`src/rtl/lrr_pkg.sv`:
```
// Package: shared constants, types and helpers of the legacy region router.
// Assumes a 32-bit register port with four byte lanes.
package lrr_pkg;
    localparam int unsigned DATA_W = 32;
    localparam int unsigned BE_W   = DATA_W / 8;

    localparam logic [3:0] OFS_TOP = 4'h0;
    localparam logic [3:0] OFS_MAP = 4'h4;

    // Region-map bit positions
    localparam int unsigned MAP_GFX_HI  = 28;
    localparam int unsigned MAP_CTL_HI  = 24;
    localparam int unsigned MAP_PCI     = 22;
    localparam int unsigned MAP_A20     = 21;
    localparam int unsigned MAP_GFX_LO  = 20;
    localparam int unsigned MAP_CTL_LO  = 16;
    localparam int unsigned MAP_TRAP    = 15;
    localparam logic [DATA_W-1:0] MAP_KEEP = 32'h1F7F_8000;

    // Region control field bit meanings
    localparam int unsigned CTL_EXT   = 0;
    localparam int unsigned CTL_CACHE = 2;

    typedef struct packed {
        logic       gfx_en;
        logic [3:0] ctl;
    } win_cfg_t;

    typedef struct packed {
        logic dram;
        logic gfx;
        logic ext;
        logic cache;
    } route_t;

    // Merge new data into old data byte by byte under enables.
    function automatic logic [DATA_W-1:0] be_merge(
        input logic [DATA_W-1:0] old_v,
        input logic [DATA_W-1:0] new_v,
        input logic [BE_W-1:0]   be);
        logic [DATA_W-1:0] r;
        for (int i = 0; i < BE_W; i++) begin
            r[i*8 +: 8] = be[i] ? new_v[i*8 +: 8] : old_v[i*8 +: 8];
        end
        return r;
    endfunction
endpackage

```
`src/rtl/lrr_cfg_regs.sv`:
```
// Module: configuration registers (top-of-memory and region map).
// Holds only the fields that have meaning and rebuilds reserved bits on
// read. Assumes the register port is driven synchronously to clk.
module lrr_cfg_regs
    import lrr_pkg::*;
#(
    parameter int unsigned TOP_W  = 11,
    parameter int unsigned TOP_LO = 17
) (
    input  logic              clk,
    input  logic              rst_n,
    input  logic              cfg_en,
    input  logic              cfg_wr,
    input  logic              cfg_pci_src,
    input  logic [3:0]        cfg_addr,
    input  logic [BE_W-1:0]   cfg_be,
    input  logic [DATA_W-1:0] cfg_wdata,
    output logic [DATA_W-1:0] cfg_rdata,
    output logic              cfg_refused,
    output logic [TOP_W-1:0]  top_field,
    output win_cfg_t          win_lo,
    output win_cfg_t          win_hi,
    output logic              a20_en,
    output logic              trap_en
);
    localparam int unsigned TOP_HI = TOP_LO + TOP_W - 1;
    localparam int unsigned PAD_W  = DATA_W - TOP_HI - 1;

    logic [TOP_W-1:0]  top_q;
    logic [DATA_W-1:0] map_q;
    logic [DATA_W-1:0] top_view;
    logic [DATA_W-1:0] top_next;
    logic              wr_ok;

    // Full view of the top register: zero pad, limit, ones below.
    assign top_view = {{PAD_W{1'b0}}, top_q, {TOP_LO{1'b1}}};
    // Refuse PCI-slave accesses while the gate is closed.
    assign cfg_refused = cfg_en & cfg_pci_src & ~map_q[MAP_PCI];
    assign wr_ok       = cfg_en & cfg_wr & ~cfg_refused;
    assign top_next    = be_merge(top_view, cfg_wdata, cfg_be);

    // Register update with byte enables; reset loads the power-on values.
    always_ff @(posedge clk) begin
        if (!rst_n) begin
            top_q <= '1;
            map_q <= '0;
        end else if (wr_ok) begin
            if (cfg_addr == OFS_TOP) top_q <= top_next[TOP_HI:TOP_LO];
            if (cfg_addr == OFS_MAP) map_q <= be_merge(map_q, cfg_wdata, cfg_be) & MAP_KEEP;
        end
    end

    // Read mux; unused offsets and refused accesses return zero.
    always_comb begin
        cfg_rdata = '0;
        if (!cfg_refused) begin
            case (cfg_addr)
                OFS_TOP: cfg_rdata = top_view;
                OFS_MAP: cfg_rdata = map_q;
                default: cfg_rdata = '0;
            endcase
        end
    end

    assign top_field = top_q;
    assign win_lo    = '{gfx_en: map_q[MAP_GFX_LO], ctl: map_q[MAP_CTL_LO +: 4]};
    assign win_hi    = '{gfx_en: map_q[MAP_GFX_HI], ctl: map_q[MAP_CTL_HI +: 4]};
    assign a20_en    = map_q[MAP_A20];
    assign trap_en   = map_q[MAP_TRAP];

    // a full-word map write lands on the next edge.
    a_r3_map_write_lands: assert property (@(posedge clk) disable iff (!rst_n)
        (wr_ok && cfg_addr == OFS_MAP && cfg_be == '1)
        |=> (map_q == ($past(cfg_wdata) & MAP_KEEP)));

    // a refused access leaves both registers unchanged.
    a_r9_refused_holds: assert property (@(posedge clk) disable iff (!rst_n)
        cfg_refused |=> ($stable(map_q) && $stable(top_q)));
endmodule

```
`src/rtl/lrr_mem_route.sv`:
```
// Module: memory-side decode. Applies the A20 mask, then classifies the
// access against the two legacy video windows and the DRAM limit.
// Assumes the windows lie in the low megabyte and do not overlap.
module lrr_mem_route
    import lrr_pkg::*;
#(
    parameter int unsigned ADDR_W  = 32,
    parameter int unsigned TOP_W   = 11,
    parameter int unsigned TOP_LO  = 17,
    parameter int unsigned WIN_N   = 2,
    parameter int unsigned WIN_LOG = 15,
    parameter logic [ADDR_W-1:0] WIN_BASE = 32'h000B_0000,
    parameter int unsigned A20_BIT = 20
) (
    input  logic              clk,
    input  logic              rst_n,
    input  logic              req_valid,
    input  logic              req_io,
    input  logic              req_smi,
    input  logic [ADDR_W-1:0] req_addr,
    input  logic [TOP_W-1:0]  top_field,
    input  win_cfg_t          win_cfg [WIN_N],
    input  logic              a20_en,
    output route_t            route,
    output logic [ADDR_W-1:0] out_addr
);
    localparam int unsigned PAD_W = ADDR_W - TOP_W - TOP_LO;

    logic [ADDR_W-1:0] addr_m;
    logic [ADDR_W-1:0] top_addr;
    logic [WIN_N-1:0]  win_hit;
    logic              below_top;
    logic              mem_ok;

    // A20 masking bypassed in management mode.
    always_comb begin
        addr_m = req_addr;
        if (a20_en && !req_smi) addr_m[A20_BIT] = 1'b0;
    end

    assign top_addr  = {{PAD_W{1'b0}}, top_field, {TOP_LO{1'b1}}};
    assign below_top = (addr_m <= top_addr);
    assign mem_ok    = req_valid & ~req_io;

    // One range comparator per window.
    for (genvar w = 0; w < WIN_N; w++) begin : g_win
        localparam logic [ADDR_W-1:0] LO = WIN_BASE + (ADDR_W'(w) << WIN_LOG);
        localparam logic [ADDR_W-1:0] HI = LO + ((ADDR_W'(1) << WIN_LOG) - 1);
        assign win_hit[w] = (addr_m >= LO) && (addr_m <= HI);
    end

    // Route selection: window redirect, window control, then DRAM limit.
    always_comb begin
        route = '0;
        if (mem_ok) begin
            if (win_hit != '0) begin
                for (int w = 0; w < WIN_N; w++) begin
                    if (win_hit[w]) begin
                        if (win_cfg[w].gfx_en) begin
                            route.gfx = 1'b1;
                        end else begin
                            route.ext   = win_cfg[w].ctl[CTL_EXT];
                            route.dram  = ~win_cfg[w].ctl[CTL_EXT];
                            route.cache = win_cfg[w].ctl[CTL_CACHE] & ~win_cfg[w].ctl[CTL_EXT];
                        end
                    end
                end
            end else begin
                route.dram  = below_top;
                route.cache = below_top;
                route.ext   = ~below_top;
            end
        end
    end

    assign out_addr = addr_m;

    // graphics traffic is never cacheable.
    a_r5_gfx_uncached: assert property (@(posedge clk) disable iff (!rst_n)
        route.gfx |-> !route.cache);
    // at most one target per access.
    a_r10_one_target: assert property (@(posedge clk) disable iff (!rst_n)
        $onehot0({route.dram, route.gfx, route.ext}));
    // no routing without a request.
    a_r10_idle_quiet: assert property (@(posedge clk) disable iff (!rst_n)
        !req_valid |-> (route == '0));
    // masked bit stays low outside management mode.
    a_r7_a20_forced: assert property (@(posedge clk) disable iff (!rst_n)
        (a20_en && !req_smi) |-> !out_addr[A20_BIT]);
endmodule

```
`src/rtl/lrr_io_trap.sv`:
```
// Module: I/O port trap. Flags valid I/O accesses that hit a fixed port
// range when trapping is enabled. Assumes the range is aligned to its size.
module lrr_io_trap #(
    parameter int unsigned ADDR_W    = 32,
    parameter logic [ADDR_W-1:0] TRAP_BASE = 32'h0000_03D0,
    parameter int unsigned TRAP_SPAN = 16
) (
    input  logic              clk,
    input  logic              rst_n,
    input  logic              req_valid,
    input  logic              req_io,
    input  logic [ADDR_W-1:0] req_addr,
    input  logic              trap_en,
    output logic              smi_req
);
    localparam logic [ADDR_W-1:0] TRAP_LAST = TRAP_BASE + ADDR_W'(TRAP_SPAN - 1);

    logic in_range;

    // Range compare on the unmasked port number.
    assign in_range = (req_addr >= TRAP_BASE) && (req_addr <= TRAP_LAST);
    // Request lasts exactly as long as the trapped access.
    assign smi_req  = req_valid & req_io & trap_en & in_range;

    // the trap only answers enabled I/O traffic.
    a_r8_trap_io_only: assert property (@(posedge clk) disable iff (!rst_n)
        smi_req |-> (req_io && trap_en && req_valid));
endmodule

```
`src/rtl/legacy_region_router.sv`:
```
// Module: top of the legacy region router. Joins the configuration
// registers, the memory decode and the I/O trap. All decode outputs are
// combinational from the request and the current register state.
module legacy_region_router
    import lrr_pkg::*;
#(
    parameter int unsigned ADDR_W = 32,
    parameter int unsigned TOP_W  = 11
) (
    input  logic              clk,
    input  logic              rst_n,
    input  logic              cfg_en,
    input  logic              cfg_wr,
    input  logic              cfg_pci_src,
    input  logic [3:0]        cfg_addr,
    input  logic [3:0]        cfg_be,
    input  logic [31:0]       cfg_wdata,
    output logic [31:0]       cfg_rdata,
    output logic              cfg_refused,
    input  logic              req_valid,
    input  logic              req_io,
    input  logic              req_smi,
    input  logic [ADDR_W-1:0] req_addr,
    output logic [ADDR_W-1:0] out_addr,
    output logic              route_dram,
    output logic              route_gfx,
    output logic              route_ext,
    output logic              cacheable,
    output logic              smi_req
);
    logic [TOP_W-1:0] top_field;
    win_cfg_t         win_lo;
    win_cfg_t         win_hi;
    win_cfg_t         win_cfg [2];
    logic             a20_en;
    logic             trap_en;
    route_t           route;

    lrr_cfg_regs #(.TOP_W(TOP_W)) u_regs (
        .clk(clk), .rst_n(rst_n),
        .cfg_en(cfg_en), .cfg_wr(cfg_wr), .cfg_pci_src(cfg_pci_src),
        .cfg_addr(cfg_addr), .cfg_be(cfg_be), .cfg_wdata(cfg_wdata),
        .cfg_rdata(cfg_rdata), .cfg_refused(cfg_refused),
        .top_field(top_field), .win_lo(win_lo), .win_hi(win_hi),
        .a20_en(a20_en), .trap_en(trap_en)
    );

    // Window order follows address order: lower window first.
    assign win_cfg[0] = win_lo;
    assign win_cfg[1] = win_hi;

    lrr_mem_route #(.ADDR_W(ADDR_W), .TOP_W(TOP_W)) u_mem (
        .clk(clk), .rst_n(rst_n),
        .req_valid(req_valid), .req_io(req_io), .req_smi(req_smi),
        .req_addr(req_addr), .top_field(top_field), .win_cfg(win_cfg),
        .a20_en(a20_en), .route(route), .out_addr(out_addr)
    );

    lrr_io_trap #(.ADDR_W(ADDR_W)) u_trap (
        .clk(clk), .rst_n(rst_n),
        .req_valid(req_valid), .req_io(req_io), .req_addr(req_addr),
        .trap_en(trap_en), .smi_req(smi_req)
    );

    assign route_dram = route.dram;
    assign route_gfx  = route.gfx;
    assign route_ext  = route.ext;
    assign cacheable  = route.cache;

    // trapped I/O never reaches a memory target.
    a_r8_io_not_routed: assert property (@(posedge clk) disable iff (!rst_n)
        smi_req |-> !(route_dram || route_gfx || route_ext));
endmodule

```
`config.mk`:
```
export PLATFORM = sky130hd
export DESIGN_NAME = legacy_region_router
export DESIGN_NICKNAME = d
export VERILOG_FILES = /design/src/rtl/lrr_pkg.sv /design/src/rtl/lrr_cfg_regs.sv /design/src/rtl/lrr_mem_route.sv /design/src/rtl/lrr_io_trap.sv /design/src/rtl/legacy_region_router.sv
export SDC_FILE = /design/constraint.sdc
export NUM_CORES = 1
export LEC_CHECK = 0
export ABC_AREA = 1
export BUFFER_PORTS_ARGS = -buffer_cell sky130_fd_sc_hd__buf_2
export CAP_MARGIN = 20
export CORE_UTILIZATION = 40
export CTS_CLUSTER_SIZE = 24
export DETAILED_ROUTE_END_ITERATION = 12
export GPL_TIMING_DRIVEN = 0
export PLACE_DENSITY = 0.77
export SYNTH_ARGS = -nofsm -noshare
export SYNTH_HDL_FRONTEND = slang
export SYNTH_SLANG_ARGS = --single-unit
```
`constraint.sdc`:
```
create_clock -name clk -period 3.5 [get_ports clk]
set_clock_uncertainty 0.2 [all_clocks]
set_input_delay 0.7 -clock clk [delete_from_list [all_inputs] [get_ports clk]]
set_output_delay 0.7 -clock clk [all_outputs]
set_load 0.05 [all_outputs]
```
==> qor.log, run 1 <==
qor: detailed_routing.drt-wirelength-per-cell 11.2 um
qor: detailed_routing.drtIter0Drc 109
qor: worst_setup_path.critical_path.startpoint cfg_addr[1]
qor: placed_design.buffer_ports.inserted 127
qor: placed_design.routabilityCongestion 0.866
qor: grt.grt_use_met1 25.1%
qor: clock_tree.cts_hold_buf 0
qor: grt.antenna_found_initial 0
qor: detailed_routing.post_drt_via_cell_ratio 4.69
qor: layout.antenna-diode-count 0
qor: floorplan.chipHeight 76.9 um
qor: clock_tree.tritoncts yes
qor: floorplan.io_pins 150
qor: grt.grt_util_met3 2.62%
qor: worst_setup_path.setup.worst_path.end_class output port
qor: layout.num-nets-final 567
qor: clock_tree.clock-sinks 24
qor: sta.fmax 309 MHz
qor: grt.grt_max_degree 16
qor: sta.slew_violations 0
qor: grt.grt_pass1_wl 9.89 mm
qor: yosys.synth.distinct_cells 30
qor: placed_design.post-place-cells 541
qor: grt.grt_pass1_vias 2242
qor: detailed_routing.drt-pass1-iter-count 4
qor: floorplan.initial_utilization 42.8%
qor: worst_setup_path.regToRegStartpoint u_regs.map_q[22]$_SDFFE_PN0P_
qor: floorplan.die_w 76.9 um
qor: layout.final_layout_size_suffix_gt1_share 44.2%
qor: pwr.leakagePower 1.88 nW
qor: grt.grt_most_used_layer met2
qor: floorplan.die_area 0.00591 mm2
qor: grt.globalRouteOverflowTotal 0
qor: worst_setup_path.critPathMaxFanout 15
qor: pwr.irDropWorstVdd 0.233 mV
qor: sta.setup_violations 0
qor: worst_setup_path.crit_type in2out
qor: clock_tree.cts-root-buf sky130_fd_sc_hd__clkbuf_8
qor: clock_tree.h-tree-depth 1
qor: floorplan.coreArea 0.00524 mm2
qor: sta.setup_total_negative_slack 0 ns
qor: yosys.synth_area 0.00224 mm2
qor: detailed_routing.final_routed_drc_violation_total 0
qor: worst_hold_path.worst_hold_startpoint u_regs.top_field[1]$_SDFFE_PN1P_
qor: grt.grt.total_usage 20.2%
qor: sta.unrepaired_setup_endpoints_after_global_routing no
qor: flow_run.maxCapViolCount 0
qor: yosys.syn_avg_cell_area 6.55 um2
qor: placed_design.placement.setup.worst_slack 0.278 ns
qor: sta.min_period_over_period 92.3%
qor: yosys.yosysSeqAreaShare 21.4%
qor: floorplan.rows 26
qor: clock_tree.cts.clk_slew.worst_paths 0.08 ns
qor: worst_setup_path.worst_ep_arrival 2.33 ns
qor: worst_hold_path.class_of_the_tightest_hold_or_removal_check reg2reg
qor: worst_setup_path.cp-start-kind input pin
qor: sta.final.min_clock_period 3.23 ns
qor: clock_tree.postCtsSetupBuffers 0
qor: layout.finish.cell_count_without_fillers 545
qor: yosys.post_synthesis_instance_total 342
qor: yosys.yosys_warning_count 0
qor: detailed_routing.dr_total_vias 2556
qor: placed_design.dp_hpwl 5.20 mm
qor: detailed_routing.route.antenna.remaining_nets 0
qor: pwr.p_per_cell_area 244 mW/mm2
qor: clock_tree.clk_latency 0.26 ns
qor: detailed_routing.finalWirelength 6.10 mm
qor: sta.setup_slack 0.269 ns
qor: layout.syn_to_final_growth 35.1%
qor: sta.final_hold_viol_count 0
qor: clock_tree.cts_buffers 3
qor: outcome.outcome completed
qor: worst_setup_path.worstPathRequired 2.60 ns
qor: clock_tree.number_of_gates_resized_after_cts 0
qor: clock_tree.ctsLongestPathBuffers 2
qor: grt.groute.layer.met2.usage 36.5%
qor: yosys.count_of_state_elements_after_synthesis 24
==> synthesized netlist by cell type <==
cell type,count,share of area [%]
sky130_fd_sc_hd__a21boi_1,1,0.34
sky130_fd_sc_hd__nor2_1,29,4.9
sky130_fd_sc_hd__o21ai_0,5,1.1
sky130_fd_sc_hd__nand2_1,47,7.9
sky130_fd_sc_hd__o32ai_1,2,0.78
sky130_fd_sc_hd__nand3_2,2,0.89
sky130_fd_sc_hd__a21boi_2,1,0.50
sky130_fd_sc_hd__o211ai_1,3,1.0
sky130_fd_sc_hd__nand4_1,5,1.4
sky130_fd_sc_hd__nor3_1,4,0.89
sky130_fd_sc_hd__nand2_4,1,0.50
sky130_fd_sc_hd__clkbuf_1,2,0.34
sky130_fd_sc_hd__buf_2,3,0.67
sky130_fd_sc_hd__nor4_1,3,0.84
sky130_fd_sc_hd__conb_1,1,0.17
sky130_fd_sc_hd__ha_1,11,6.1
sky130_fd_sc_hd__nand3_4,3,2.3
sky130_fd_sc_hd__nor2_8,1,0.89
sky130_fd_sc_hd__inv_1,49,8.2
sky130_fd_sc_hd__inv_2,4,0.67
sky130_fd_sc_hd__nor2_4,2,1.0
sky130_fd_sc_hd__nand2_2,7,2.0
sky130_fd_sc_hd__buf_4,48,16
sky130_fd_sc_hd__o22ai_1,1,0.28
sky130_fd_sc_hd__o21ai_1,17,3.8
sky130_fd_sc_hd__nor2_2,7,2.0
sky130_fd_sc_hd__clkinv_1,2,0.34
sky130_fd_sc_hd__dfxtp_1,24,21
sky130_fd_sc_hd__a21oi_1,16,3.6
sky130_fd_sc_hd__nand3_1,41,9.2
==> through the flow <==
stage / utilization (%) / total power, W / hold WS (ns) / instance area [um2]
after global placement: 56.7 / 0.000558 / 0.237 / 2970
final: 57.8 / 0.000739 / 0.262 / 3030
after detailed placement: 56.7 / 0.000561 / 0.242 / 2970
after global routing: 57.8 / 0.000774 / 0.281 / 3030
after floorplan: - / 0.000478 / 0.229 / 2250
after CTS: 57.8 / 0.000741 / 0.263 / 3030
==> layer usage <==
layer  vias to the layer above  share of wire [%]  wire [um]
met5                         -                  0          0
met4                         0               0.88         54
met3                         6                7.1        432
met2                       110                 48       2910
met1                      1117                 44       2710
li1                       1323                  -          -
==> flip-flops by register name (all words and copies together) (netlist names) <==
register	count
u_regs.top_field	11
u_regs.map_q	13
==> power by group <==
| part | internal [W] | switching, W |
|---|---|---|
| Sequential | 0.000274 | 0.000000958 |
| Combinational | 0.0000896 | 0.000190 |
| Clock | 0.000100 | 0.0000842 |
==> layout by cell type, fill, tap and decap left out <==
master	instances
sky130_fd_sc_hd__clkbuf_1	2
sky130_fd_sc_hd__buf_4	48
sky130_fd_sc_hd__nor4_1	3
sky130_fd_sc_hd__nand2_4	1
sky130_fd_sc_hd__clkinv_1	2
sky130_fd_sc_hd__conb_1	3
sky130_fd_sc_hd__o22ai_1	1
sky130_fd_sc_hd__clkbuf_8	4
sky130_fd_sc_hd__nand3_2	2
sky130_fd_sc_hd__nor2_4	2
sky130_fd_sc_hd__ha_1	11
sky130_fd_sc_hd__nand3_4	3
sky130_fd_sc_hd__buf_2	130
sky130_fd_sc_hd__nor3_1	4
sky130_fd_sc_hd__nand2_2	7
sky130_fd_sc_hd__nand4_1	5
sky130_fd_sc_hd__inv_1	49
sky130_fd_sc_hd__o21ai_1	17
sky130_fd_sc_hd__nor2_1	29
sky130_fd_sc_hd__nand2_1	47
sky130_fd_sc_hd__nor2_8	1
sky130_fd_sc_hd__o21ai_0	5
sky130_fd_sc_hd__nand3_1	41
sky130_fd_sc_hd__nor2_2	7
sky130_fd_sc_hd__o211ai_1	3
sky130_fd_sc_hd__dfxtp_1	24
sky130_fd_sc_hd__a21boi_2	1
sky130_fd_sc_hd__inv_2	4
sky130_fd_sc_hd__o32ai_1	2
sky130_fd_sc_hd__a21boi_1	1
sky130_fd_sc_hd__a21oi_1	16
==> path summary, 6_finish.rpt <==
path | slack, ns | cells after the start | to
max | 0.27 | 7 | cfg_rdata[7]
min | 0.26 | 2 | u_regs.top_field[1]$_SDFFE_PN1P_
max reg2reg | 1.95 | 8 | u_regs.map_q[17]$_SDFFE_PN0P_
min reg2reg | 0.26 | 2 | u_regs.top_field[1]$_SDFFE_PN1P_
==> worst max-delay path, cell delays in order <==
cell                      delay (ns)
sky130_fd_sc_hd__buf_2          0.10
sky130_fd_sc_hd__nor4_1         0.42
sky130_fd_sc_hd__nand2_1        0.14
sky130_fd_sc_hd__buf_2          0.22
sky130_fd_sc_hd__inv_1          0.31
sky130_fd_sc_hd__buf_4          0.17
sky130_fd_sc_hd__buf_2          0.25
==> cells by family after synthesis <==
kind of cell             after synthesis  synth area share, %
buffers and inverters                108                 26.3
AND/OR/NAND/NOR                      152                 34.6
AO/OA/AOI/OAI                         46                 11.4
adder cells (fa/ha/maj)               11                 6.14
other                                  1                0.167
flip-flops                            24                 21.4
==> cell type report <==
| type | count | area, um2 |
|---|---|---|
| plain buffers | 53 | 383 |
| clock buffers | 4 | 55.1 |
| fillers | 519 | 2210 |
| inverters | 55 | 206 |
| multi-input cells | 212 | 1180 |
| flip-flops and latches | 24 | 480 |
| well taps | 70 | 87.6 |
| repair buffers | 127 | 636 |
(Power assumes the default switching activity.)
==> inputs of run 2 (changes only) <==
- ABC_AREA: 1 -> default
- CTS_CLUSTER_SIZE: 24 -> 8
- PLACE_DENSITY: 0.77 -> 0.8
==> run 2 against run 1 <==
Net effect: highest routed layer unchanged; sequential share of layout area is 0.86 points higher; worst setup slack got worse by 0.16 ns; synthesized cell count shrank 23%; critical path type unchanged; clock power down 14%.
==> qor.log, run 2 <==
qor: floorplan.die_area 0.00530 mm2
qor: clock_tree.tritoncts yes
qor: clock_tree.cts_buffers 3
qor: pwr.irDropWorstVdd 0.144 mV
qor: floorplan.die_w 72.8 um
qor: sta.final.min_clock_period 3.39 ns
qor: worst_setup_path.cpLargestDelayFamily simple AND/OR/NAND/NOR gates
qor: yosys.yosys_warning_count 0
qor: layout.filler_cell_count 475
qor: yosys.synth.largest_area_cell sky130_fd_sc_hd__dfxtp_1
qor: floorplan.chipHeight 72.8 um
qor: layout.register_containing_the_most_flip_flops_in_the_final_layout u_regs.map_q
qor: clock_tree.cts.clk_slew.worst_paths 0.08 ns
qor: detailed_routing.drt-met1-wl 2.44 mm
qor: grt.grt_max_degree 25
qor: detailed_routing.final_routed_drc_violation_total 0
qor: floorplan.rows 25
qor: worst_setup_path.critPathMaxFanout 3
qor: worst_hold_path.class_of_the_tightest_hold_or_removal_check reg2reg
qor: detailed_routing.finalWirelength 6.07 mm
qor: pwr.p_per_cell_area 244 mW/mm2
qor: layout.most_common_cell_after_layout_fill_and_taps_aside sky130_fd_sc_hd__buf_2
qor: worst_setup_path.cp-start-kind input pin
qor: yosys.syn_avg_cell_area 7.63 um2
qor: sta.timing.max_slew.rel_slack 45.5%
qor: sta.unrepaired_setup_endpoints_after_global_routing yes
qor: worst_setup_path.path_buf_inv 3
qor: floorplan.initial_utilization 41.9%
qor: outcome.outcome completed
qor: yosys.synth.distinct_cells 40
qor: pwr.leakagePower 1.53 nW
qor: clock_tree.h-tree-depth 1
qor: placed_design.routabilityCongestion 0.803
qor: clock_tree.ctsLongestPathBuffers 2
qor: clock_tree.clock-sinks 24
qor: layout.num-nets-final 487
qor: sta.hold_slack 0.258 ns
qor: detailed_routing.met3_wirelength 404 um
qor: floorplan.io_pins 150
qor: yosys.yosysSeqAreaShare 24.0%
qor: clock_tree.cts-root-buf sky130_fd_sc_hd__clkbuf_8
qor: layout.largest_register_ffs 13
qor: yosys.post-synth-top-count-cell sky130_fd_sc_hd__buf_4
qor: worst_setup_path.crit_type in2out
qor: detailed_routing.dr_total_vias 2268
qor: yosys.synth_area 0.00201 mm2
qor: pwr.netSwitchingPower 0.000261 W
qor: sta.timing_worst_slew_pin_value 0.807 ns
qor: yosys.count_of_state_elements_after_synthesis 24
qor: pwr.power_report.internal_total 0.000440 W
qor: worst_setup_path.worst_path_max_delay_cell sky130_fd_sc_hd__or3_1
qor: sta.setup_violations 0
qor: sta.final_hold_viol_count 0
qor: detailed_routing.dr_wl_met2 3.18 mm
qor: yosys.synth_common_cells sky130_fd_sc_hd__buf_4, sky130_fd_sc_hd__nand2_1, sky130_fd_sc_hd__dfxtp_1
qor: yosys.post-synth-top-area-fraction 24.0%
qor: detailed_routing.highest-signal-layer met4
qor: placed_design.buffer_ports.inserted 125
qor: grt.grt.total_usage 22.1%
qor: detailed_routing.post_drt_via_cell_ratio 4.92
qor: layout.final_layout_size_suffix_gt1_share 51.5%
qor: pwr.sw_share 37.2%
qor: detailed_routing.drt-wirelength-per-cell 13.2 um
qor: sta.slew_violations 0
qor: detailed_routing.drtIter0Drc 106
qor: sta.min_period_over_period 97.0%
qor: detailed_routing.drt-pass1-iter-count 4
qor: worst_setup_path.critical_path.cell_chain buf_2, inv_1, a21boi_4, ha_1, nand4_1, a21oi_1, nor4_1, or3_1, a41o_1, buf_4
qor: worst_setup_path.setup.worst_path.end_class output port
qor: flow_run.maxCapViolCount 0
qor: worst_setup_path.slowest_delay 0.45 ns
qor: clock_tree.clk_latency 0.26 ns
qor: layout.antenna-diode-count 0
qor: layout.layout.cells.most_common_list sky130_fd_sc_hd__buf_2, sky130_fd_sc_hd__buf_4, sky130_fd_sc_hd__nand2_1, sky130_fd_sc_hd__dfxtp_1, sky130_fd_sc_hd__nand3_1
qor: pwr.power.sequential.fraction 39.1%
qor: layout.syn_to_final_growth 43.2%
qor: grt.grt_pass1_vias 2013
qor: layout.stdcell_area 0.00287 mm2
qor: grt.grt_pass1_wl 9.09 mm
qor: yosys.dominantRegCellSynth sky130_fd_sc_hd__dfxtp_1
qor: placed_design.dp_hpwl 5.02 mm
qor: pwr.clock_power_share 22.9%
qor: sta.fmax 295 MHz
qor: pwr.share_comb_of_total_power 38.0%
qor: floorplan.coreArea 0.00479 mm2
qor: detailed_routing.route.antenna.remaining_nets 0
qor: worst_setup_path.worst_ep_arrival 2.49 ns
qor: grt.globalRouteOverflowTotal 0
qor: placed_design.placedInstanceArea 0.00279 mm2
qor: yosys.post_synthesis_instance_total 263
qor: worst_setup_path.worstPathRequired 2.60 ns
qor: grt.antenna_found_initial 0
qor: yosys.synth_async_sr_flop_share 0%
qor: yosys.synth_top_cells_by_area sky130_fd_sc_hd__dfxtp_1, sky130_fd_sc_hd__buf_4, sky130_fd_sc_hd__ha_1
qor: yosys.synth_enable_flop_cells 0
-- run 2: changes by cell type in the layout (fill, tap and decap cells not counted), moves of 5 or more --
cell and delta:
sky130_fd_sc_hd__nand3_1 -18, sky130_fd_sc_hd__inv_1 -34, sky130_fd_sc_hd__nand2_2 -7, sky130_fd_sc_hd__o21ai_1 -17, sky130_fd_sc_hd__a21boi_0 +10, sky130_fd_sc_hd__nor2_1 -17
sky130_fd_sc_hd__buf_2 -5, sky130_fd_sc_hd__nor2_2 -7, sky130_fd_sc_hd__a22o_2 +9, sky130_fd_sc_hd__nand2_1 -22
-- run 2: metal layers --
layer	global-route usage, %	up-vias
li1	-	1143
met1	26.8	1027
met2	41.1	93
met4	5.66	0
met5	0	-
met3	2.49	5
-- run 2: final timing paths --
kind,end,startpoint,cells past startpoint,slack [ns]
worst max register to register,u_regs.top_field[5]$_SDFFE_PN1P_,u_regs.map_q[22]$_SDFFE_PN0P_,5,1.46
worst max-delay path,cacheable,req_smi,10,0.11
worst min-delay path,u_regs.map_q[25]$_SDFFE_PN0P_,u_regs.map_q[25]$_SDFFE_PN0P_,2,0.26
worst min register to register,u_regs.map_q[25]$_SDFFE_PN0P_,u_regs.map_q[25]$_SDFFE_PN0P_,2,0.26
-- run 2: power by group through the flow --
stage | Sequential, W | Combinational (W) | Clock, W
finish | 0.000274 | 0.000266 | 0.000160
global route | 0.000274 | 0.000281 | 0.000170
CTS | 0.000274 | 0.000266 | 0.000160
detailed placement | 0.000281 | 0.000264 | 0
global placement | 0.000280 | 0.000261 | 0
floorplan | 0.000280 | 0.000183 | 0
-- run 2: tightest hold or removal path, cell delays in order (launching register included) --
cell	delay, ns
sky130_fd_sc_hd__dfxtp_1	0.31
sky130_fd_sc_hd__nand2_1	0.05
sky130_fd_sc_hd__a21boi_1	0.05
-- run 2: kinds of logic after synthesis --
logic type,share of synthesized area (%)
AOI/OAI and AO/OA,18.2
adders and majority gates,6.86
buffers and inverters,23.2
DFF,24.0
muxes,0.998
other,0.187
and+or+nand+nor,26.6
-- run 2: what timing repair did --
item / 4_1_cts / 5_1_grt
gates resized for setup: 4 / 4
hold buffers: 0 / 0
pin swaps: 1 / 1
endpoints found under the setup margin: 2 / 3
setup buffers: 1 / 0
-- run 2: per-stage QoR --
stage	total power (W)	utilization, %	setup WS, ns	setup TNS, ns	instances
2_1_floorplan	0.000464	-	-0.0412	-0.0412	265
3_3_place_gp	0.000542	58.2	-0.172	-0.240	457
3_5_place_dp	0.000544	58.2	-0.225	-0.308	457
4_1_cts	0.000700	59.7	0.0177	0	461
5_1_grt	0.000725	60.0	-0.0291	-0.0291	461
6_report	0.000700	60.0	0.106	0	461
-- run 2: area by class of cell --
type | instances | area (um2) | share of cell area, %
plain buffers | 58 | 410 | 14.3
clock buffers | 3 | 41.3 | 1.44
inverters | 15 | 56.3 | 1.96
multi-input cells | 168 | 1150 | 40.2
flip-flops and latches | 24 | 480 | 16.7
well taps | 67 | 83.8 | 2.92
repair buffers | 126 | 644 | 22.4
==> inputs of run 3 (changes only) <==
- CORE_MARGIN: default -> 5
- CORE_UTILIZATION: 40 -> 37
- PLACE_DENSITY: 0.8 -> 0.78
- clock period: 3.5 -> 3.1 ns (I/O delays scaled with it)
==> run 3 against run 2 <==
Net effect: the run now ends with negative setup slack left; non-clock buffer count increased by 5; sequential share of layout area decreased by 1.0 points; routed wire length increased by 16%; cell count up 2.0%; sequential power rose by 13%; critical path type unchanged; critical endpoint is now route_ext; highest routed layer unchanged.
==> qor.log, run 3 (synthesized netlist as in run 2, its figures left out) <==
qor: outcome.outcome complete, but fails checks
qor: outcome.failed_checks negative setup slack
qor: floorplan.rows 26
qor: pwr.irDropWorstVdd 0.133 mV
qor: grt.grt_pass1_wl 11.2 mm
qor: layout.stdcell_area 0.00306 mm2
qor: sta.setup_violations 3
qor: clock_tree.ctsLongestPathBuffers 2
qor: layout.finish.cell_count_without_fillers 470
qor: clock_tree.h-tree-depth 1
qor: worst_setup_path.critical-path-top-cell-by-count sky130_fd_sc_hd__buf_6
qor: clock_tree.cts-root-buf sky130_fd_sc_hd__clkbuf_8
qor: grt.globalRouteOverflowTotal 0
qor: grt.groute.layer.met2.usage 36.2%
qor: detailed_routing.finalWirelength 7.02 mm
qor: detailed_routing.drt-wirelength-per-cell 14.9 um
qor: clock_tree.cts_buffers 3
qor: worst_setup_path.crit_type in2out
qor: layout.register_containing_the_most_flip_flops_in_the_final_layout u_regs.map_q
qor: sta.setup_slack -0.0327 ns
qor: pwr.post-layout-total-power 0.000828 W
qor: layout.layout.cells.most_common_list sky130_fd_sc_hd__buf_2, sky130_fd_sc_hd__buf_4, sky130_fd_sc_hd__nand2_1, sky130_fd_sc_hd__dfxtp_1, sky130_fd_sc_hd__nand3_1
qor: layout.final_layout_size_suffix_gt1_share 53.8%
qor: grt.grt_util_met3 5.03%
qor: clock_tree.clk_latency 0.26 ns
qor: floorplan.die_w 83.6 um
qor: floorplan.io_pins 150
qor: grt.grt_pass1_vias 2310
qor: clock_tree.clock-sinks 24
qor: clock_tree.cts_hold_buf 0
qor: worst_setup_path.cp-start-kind input pin
qor: worst_setup_path.setup.worst_path.end_class output port
qor: grt.grt.total_usage 19.0%
qor: worst_hold_path.class_of_the_tightest_hold_or_removal_check reg2reg
qor: worst_setup_path.critical_path.cell_chain buf_6, a21boi_4, ha_4, nand4_1, a21oi_2, nor4_2, or3_4, a311oi_4, buf_6
qor: sta.timing.max_slew.rel_slack 42.7%
qor: clock_tree.tritoncts yes
qor: placed_design.routabilityCongestion 0.893
qor: layout.num-nets-final 492
qor: detailed_routing.route.antenna.remaining_nets 0
qor: sta.min_period_over_period 101%
qor: detailed_routing.post_drt_via_cell_ratio 4.97
qor: layout.largest_register_ffs 13
qor: placed_design.buffer_ports.inserted 125
qor: grt.grt_most_used_layer met2
qor: sta.final_hold_viol_count 0
qor: worst_setup_path.critPathMaxFanout 2
qor: worst_setup_path.worstPathRequired 2.28 ns
qor: sta.timing_worst_slew_pin_value 0.847 ns
qor: sta.unrepaired_setup_endpoints_after_global_routing yes
qor: layout.filler_cell_count 499
qor: worst_setup_path.slowest_delay 0.39 ns
qor: worst_setup_path.cpLargestDelayFamily simple AND/OR/NAND/NOR gates
qor: pwr.leakagePower 1.61 nW
qor: sta.fmax 319 MHz
qor: detailed_routing.drt-pass1-iter-count 4
qor: grt.grt_max_degree 25
qor: placed_design.post-place-cells 460
qor: sta.final.min_clock_period 3.13 ns
qor: sta.slew_violations 0
qor: floorplan.coreArea 0.00517 mm2
qor: worst_setup_path.path_buf_inv 2
qor: worst_setup_path.worst_path_max_delay_cell sky130_fd_sc_hd__or3_4
qor: floorplan.initial_utilization 38.8%
qor: detailed_routing.dr_total_vias 2336
qor: sta.setup_total_negative_slack -0.0462 ns
qor: floorplan.chipHeight 83.6 um
qor: layout.syn_to_final_growth 52.7%
qor: placed_design.dp_hpwl 5.84 mm
qor: grt.grt_use_met1 21.1%
qor: worst_setup_path.worst_ep_arrival 2.31 ns
qor: detailed_routing.drtIter0Drc 59
qor: placed_design.placedInstanceArea 0.00281 mm2
qor: pwr.p_per_cell_area 270 mW/mm2
qor: detailed_routing.final_routed_drc_violation_total 0
qor: clock_tree.cts.clk_slew.worst_paths 0.08 ns
qor: flow_run.maxCapViolCount 0
qor: layout.antenna-diode-count 0
qor: layout.most_common_cell_after_layout_fill_and_taps_aside sky130_fd_sc_hd__buf_2
qor: grt.antenna_found_initial 0
qor: layout.final_core_util 59.2%
qor: floorplan.die_area 0.00699 mm2
[run 3: what timing repair did]
item | CTS | global route
pin swaps | 6 | 5
setup endpoints to repair | 13 | 6
setup buffers | 4 | 2
gates resized for setup | 19 | 12
[run 3: worst paths after layout]
| path | start | to | slack (ns) | cells after the start |
|---|---|---|---|---|
| setup / recovery | req_addr[20] | route_ext | -0.03 | 9 |
| hold / removal | u_regs.map_q[25]$_SDFFE_PN0P_ | u_regs.map_q[25]$_SDFFE_PN0P_ | 0.27 | 2 |
| setup reg to reg | u_regs.map_q[22]$_SDFFE_PN0P_ | u_regs.top_field[5]$_SDFFE_PN1P_ | 1.02 | 5 |
| hold reg to reg | u_regs.map_q[25]$_SDFFE_PN0P_ | u_regs.map_q[25]$_SDFFE_PN0P_ | 0.27 | 2 |
[run 3: per-stage QoR]
| stage | hold WS (ns) | worst slack [ns] |
|---|---|---|
| finish | 0.272 | -0.0327 |
| detailed placement | 0.258 | -0.474 |
| CTS | 0.269 | -0.0450 |
| floorplan | 0.235 | -0.216 |
| global route | 0.297 | -0.138 |
| global placement | 0.249 | -0.466 |
[run 3: where the power goes]
part	internal, W	switching, W	total, W
registers	0.000309	0.000000724	0.000309
clock network	0.000113	0.0000937	0.000207
logic	0.000106	0.000206	0.000312
[run 3: layout make-up]
cell class	count	area (um2)	area share, %
Buffer	58	429	14.0
Clock buffer	4	55.1	1.80
Inverter	15	58.8	1.92
Multi-Input combinational cell	168	1240	40.5
Sequential cell	24	480	15.7
Tap cell	70	87.6	2.86
Timing Repair Buffer	131	711	23.2
[run 3: metal layers]
layer / up-vias / wire length, um / share of wire [%]
met5: - / 0 / 0
met4: 0 / 46 / 0.65
met3: 6 / 561 / 8.0
met2: 96 / 3650 / 52
met1: 1069 / 2770 / 39
li1: 1165 / - / -
[run 3: worst min-delay path, cell delays in order, from the launching register on]
cell                       delay [ns]
sky130_fd_sc_hd__dfxtp_1         0.32
sky130_fd_sc_hd__nand2_1         0.05
sky130_fd_sc_hd__a21boi_1        0.06
